`config.mk`:
```
export PLATFORM = sky130hd
export DESIGN_NAME = wide_mag_cmp
export DESIGN_NICKNAME = d
export VERILOG_FILES = /design/src/rtl/cmp_pkg.sv /design/src/rtl/cmp_slice.sv /design/src/rtl/cmp_merge.sv /design/src/rtl/wide_mag_cmp.sv
export SDC_FILE = /design/constraint.sdc
export NUM_CORES = 1
export LEC_CHECK = 0
export ABC_AREA = 1
export CAP_MARGIN = 5
export CORE_MARGIN = 2
export CORE_UTILIZATION = 30
export DETAILED_ROUTE_END_ITERATION = 10
export MAX_ROUTING_LAYER = met4
export PLACE_DENSITY_LB_ADDON = 0.25
export SYNTH_ARGS = -nofsm -noshare
export SYNTH_HDL_FRONTEND = slang
export SYNTH_SLANG_ARGS = --single-unit
```
`constraint.sdc`:
```
create_clock -name vclk -period 1.3
set_clock_uncertainty 0.1 [all_clocks]
set_input_delay 0.13 -clock vclk [all_inputs]
set_output_delay 0.13 -clock vclk [all_outputs]
set_load 0.01 [all_outputs]
```
`src/rtl/cmp_pkg.sv`:
```
// Package: cmp_pkg
// Holds the types shared by the slice comparators and the merge stage.
// Assumes the slice flags travel as one packed pair for each slice.
package cmp_pkg;

    // Result of comparing one slice of the two operands.
    typedef struct packed {
        logic eq;   // the slice bytes are identical
        logic gt;   // the slice byte of operand A is larger
    } slice_flags_t;

endpackage

```
`src/rtl/cmp_slice.sv`:
```
// Module: cmp_slice
// Compares one SLICE_W-bit piece of two unsigned operands and returns an
// equal flag and an A-greater flag. It is purely combinational.
// Assumes the inputs are unsigned and hold known values.
module cmp_slice
    import cmp_pkg::*;
#(
    parameter int SLICE_W = 8
) (
    input  logic [SLICE_W-1:0] a_i,
    input  logic [SLICE_W-1:0] b_i,
    output slice_flags_t       flags_o
);

    logic [SLICE_W-1:0] same_bit;
    logic               gt_acc;

    // Mark the bit positions where the two bytes agree.
    always_comb begin : bit_match
        same_bit = ~(a_i ^ b_i);
    end

    // Greater-than as a sum of products: bit i decides when every higher bit matches.
    always_comb begin : slice_gt
        gt_acc = 1'b0;
        for (int i = 0; i < SLICE_W; i++) begin
            logic upper_same;
            upper_same = 1'b1;
            for (int j = i + 1; j < SLICE_W; j++) begin
                upper_same = upper_same & same_bit[j];
            end
            gt_acc = gt_acc | (a_i[i] & ~b_i[i] & upper_same);
        end
    end

    // Pack the slice results.
    always_comb begin : slice_out
        flags_o.eq = &same_bit;
        flags_o.gt = gt_acc;
    end

    // Check: a slice cannot report equal and greater together.
    always_comb begin : slice_chk
        assert_slice_excl_R6: assert (!(flags_o.eq && flags_o.gt))
            else $error("slice reports equal and greater together");
    end

endmodule

```
`src/rtl/cmp_merge.sv`:
```
// Module: cmp_merge
// Joins the per-slice flags in one parallel sum-of-products level. Slice
// NUM_SLICES-1 is the most significant. Nothing is chained between slices.
// Assumes each incoming slice never raises eq and gt together.
module cmp_merge
    import cmp_pkg::*;
#(
    parameter int NUM_SLICES = 3
) (
    input  slice_flags_t [NUM_SLICES-1:0] flags_i,
    output logic                          eq_o,
    output logic                          gt_o,
    output logic                          lt_o
);

    logic [NUM_SLICES-1:0] slice_eq;
    logic [NUM_SLICES-1:0] slice_gt;
    logic [NUM_SLICES-1:0] gt_term;

    // Split the packed flags into plain vectors.
    always_comb begin : unpack_flags
        for (int k = 0; k < NUM_SLICES; k++) begin
            slice_eq[k] = flags_i[k].eq;
            slice_gt[k] = flags_i[k].gt;
        end
    end

    // One product term per slice: slice k wins when every more significant slice matches.
    generate
        for (genvar k = 0; k < NUM_SLICES; k++) begin : g_term
            if (k == NUM_SLICES - 1) begin : g_top
                always_comb begin : top_term
                    gt_term[k] = slice_gt[k];
                end
            end else begin : g_low
                always_comb begin : low_term
                    gt_term[k] = slice_gt[k] & (&slice_eq[NUM_SLICES-1:k+1]);
                end
            end
        end
    endgenerate

    // OR the terms and derive less-than from the other two results.
    always_comb begin : merge_out
        eq_o = &slice_eq;
        gt_o = |gt_term;
        lt_o = ~(eq_o | gt_o);
    end

    // Check: the three results are mutually exclusive and cover every case.
    always_comb begin : merge_chk
        assert_onehot_R6: assert ($onehot({eq_o, gt_o, lt_o}))
            else $error("merge results are not one-hot");
    end

endmodule

```
`src/rtl/wide_mag_cmp.sv`:
```
// Module: wide_mag_cmp
// Unsigned magnitude comparator for two WIDTH-bit operands. It is built from
// NUM_SLICES slices of SLICE_W bits whose flags are merged in parallel.
// Assumes unsigned operands with known values. It has no clock and no state.
module wide_mag_cmp
    import cmp_pkg::*;
#(
    parameter int SLICE_W    = 8,
    parameter int NUM_SLICES = 3,
    parameter int WIDTH      = SLICE_W * NUM_SLICES
) (
    input  logic [WIDTH-1:0] opd_a_i,
    input  logic [WIDTH-1:0] opd_b_i,
    output logic             equal_o,
    output logic             greater_o,
    output logic             less_o
);

    localparam int LAST_SLICE = NUM_SLICES - 1;

    slice_flags_t [LAST_SLICE:0] slice_flags;

    // One comparator per slice, slice k covering bits [k*SLICE_W +: SLICE_W].
    generate
        for (genvar k = 0; k < NUM_SLICES; k++) begin : g_slice
            cmp_slice #(
                .SLICE_W (SLICE_W)
            ) u_slice (
                .a_i     (opd_a_i[k*SLICE_W +: SLICE_W]),
                .b_i     (opd_b_i[k*SLICE_W +: SLICE_W]),
                .flags_o (slice_flags[k])
            );
        end
    endgenerate

    // Parallel merge of all slice flags.
    cmp_merge #(
        .NUM_SLICES (NUM_SLICES)
    ) u_merge (
        .flags_i (slice_flags),
        .eq_o    (equal_o),
        .gt_o    (greater_o),
        .lt_o    (less_o)
    );

    // Check: the outputs agree with a direct arithmetic comparison.
    always_comb begin : top_chk
        assert_eq_R1: assert (equal_o == (opd_a_i == opd_b_i))
            else $error("equal output disagrees with operands");
        assert_gt_R8: assert (greater_o == (opd_a_i > opd_b_i))
            else $error("greater output disagrees with operands");
        assert_lt_R5: assert (less_o == (opd_a_i < opd_b_i))
            else $error("less output disagrees with operands");
    end

endmodule

```
==> impl_metrics.tcl <==
set metrics [dict create \
    synth_cells 114 \
    sequential_cell_total 0 \
    drc 0 \
    grt_max_degree 5 \
    final_nets 240 \
    dr.pass1.iters 4 \
    initial_utilization 0.320 \
    powerDensity_nw_per_um2 332 \
    layout_min_cycle_time_ps 1500 \
    startpoint_type "primary input" \
    fmax_ghz 0.666 \
    row_count 17 \
    cp_max_fo 4 \
    status "finished, violations left" \
    wl_per_cell_um 11.1 \
    yosysSeqAreaShare 0 \
    die_x_um 52.5 \
    worstMarginPinSlew_ps 163 \
    n_clock_buffer 0 \
    dpl-instance-area_um2 1350 \
    fillers 193 \
    slew_headroom 0.891 \
    antenna_left 0 \
    wl_mm 2.15 \
    min_path_cells 7 \
    io_pins 51 \
    setup_violations 3 \
    rsz0062_at_grt "yes" \
    gp_congestion 0.699 \
    diodes 0 \
    hp-class "primary input to output port" \
    cap_violations 0 \
    post-route-period-util 1.15 \
    p_leak_nw 0.749 \
    grt_pass1_wl_mm 3.72 \
    dp_cells 194 \
    ys.warnings.count 0 \
    gr-total-overflow 0 \
    cp.required_ps 1070 \
    layoutNonFillerInstCount 194 \
    drtIter0Drc 3 \
    via_per_inst 4.60 \
    portBuffers 51 \
    syn_area_um2 707 \
    slew_violations 0 \
    ir_drop_v 0.000220 \
    design.core.area_um2 2210 \
    regArea_um2 0 \
    postCtsSetupRepairBufs 0 \
    syn-mean-instance-area_um2 6.20 \
    crit_path_end_kind "output port" \
    synth_nets 186 \
    fin_util 0.689 \
    worst_slack_ps -200 \
    grt_antenna_before_repair 0 \
    post-dp-hpwl_mm 1.76 \
    vias 892 \
    grt_pass1_vias 971 \
    setup.worst_path.class "primary input to output port" \
    final_hold_viol_count 0 \
    dieHeight_um 52.5 \
    violations "negative setup slack" \
    die_area_um2 2760 \
    layout-drive-gt1-share 0.669 \
    track_usage 0.174 \
    yosysTopAreaCell "ha_1" \
    syn_to_final_growth_pct 116 \
    yosys.area.top_type_share 0.425 \
    synthTopCellsByArea "ha_1 42%, inv_1 19%, nand2_1 9.6%" \
    final_area_um2 1530 \
    arrival_ps 1270 \
    ys_types 15 \
]
## worst max-delay path: stages
cell	delay [ps]
buf_6	70
inv_4	30
ha_4	280
nand2_4	60
nor3_4	190
nand2_1	90
nor2_2	110
nand2_2	80
nand3_4	80
nor2_4	40
buf_6	110
## worst paths after layout
path | startpoint | end
setup / recovery | opd_b_i[15] | less_o
hold / removal | opd_a_i[23] | greater_o
## where the power goes
part,leakage [nW],switching [mW],internal [mW]
sequential,0,0,0
combinational,0.749,0.231,0.276
clock,0,0,0
## area by class of cell
| cell class | count | area, um2 | area share |
|---|---|---|---|
| inverters | 35 | 134 | 0.0878 |
| repair buffers | 52 | 398 | 0.261 |
| well taps | 28 | 35.0 | 0.0230 |
| multi-input cells | 79 | 958 | 0.628 |
## cells in the mapped netlist (all sizes together)
library cell and n:
nor3 1, nand3 13, a21oi 5, nand4 3
a21o 1, inv 35, ha 24, nand2 19
o21ai 2, nand3b 1, nor2 10
## layer usage
metal	vias to the layer above	share of wire	GRT usage
met5	-	0	-
li1	468	-	-
met4	0	0	0
met3	0	0.072	0.00571
met1	395	0.36	0.184
met2	29	0.57	0.369
## repair_timing
action | 4_1_cts | 5_1_grt
resized for setup | 234 | 1
hold endpoints to repair | 0 | 0
cloned | 0 | 0
setup endpoints to repair | 3 | 3
pin swaps | 59 | 0
hold buffers | 0 | 0
## cell families (layout without fill, tap and decap cells)
family | count (synthesis) | in the layout | synth area share
AOI/OAI and AO/OA | 8 | 8 | 0.0602
adders and majority gates | 24 | 24 | 0.425
buffers and inverters | 35 | 87 | 0.186
and+or+nand+nor | 47 | 47 | 0.329
## cells in the final DEF (no fill, tap or decap), types with 5 or more instances in the layout
cell,synthesis,routed
inv_1,35,11
buf_6,0,12
clkdlybuf4s15_1,0,5
nand3_1,11,8
nand2_1,18,11
ha_4,0,20
inv_2,0,23
nor2_4,0,5
nand2_4,0,6
dlygate4sd2_1,0,6
buf_2,0,26
## through the flow
stage / setup WS (ps) / total power [mW] / TNS [ps] / hold slack [ps]
global route: -273 / 0.561 / -776 / 777
CTS: -177 / 0.503 / -502 / 743
global placement: -1010 / 0.386 / -2990 / 1500
detailed placement: -1070 / 0.400 / -3140 / 1520
floorplan: 0.131 / 0.187 / 0 / 510
finish: -200 / 0.507 / -539 / 733
Power figures use the tool's default switching activity.
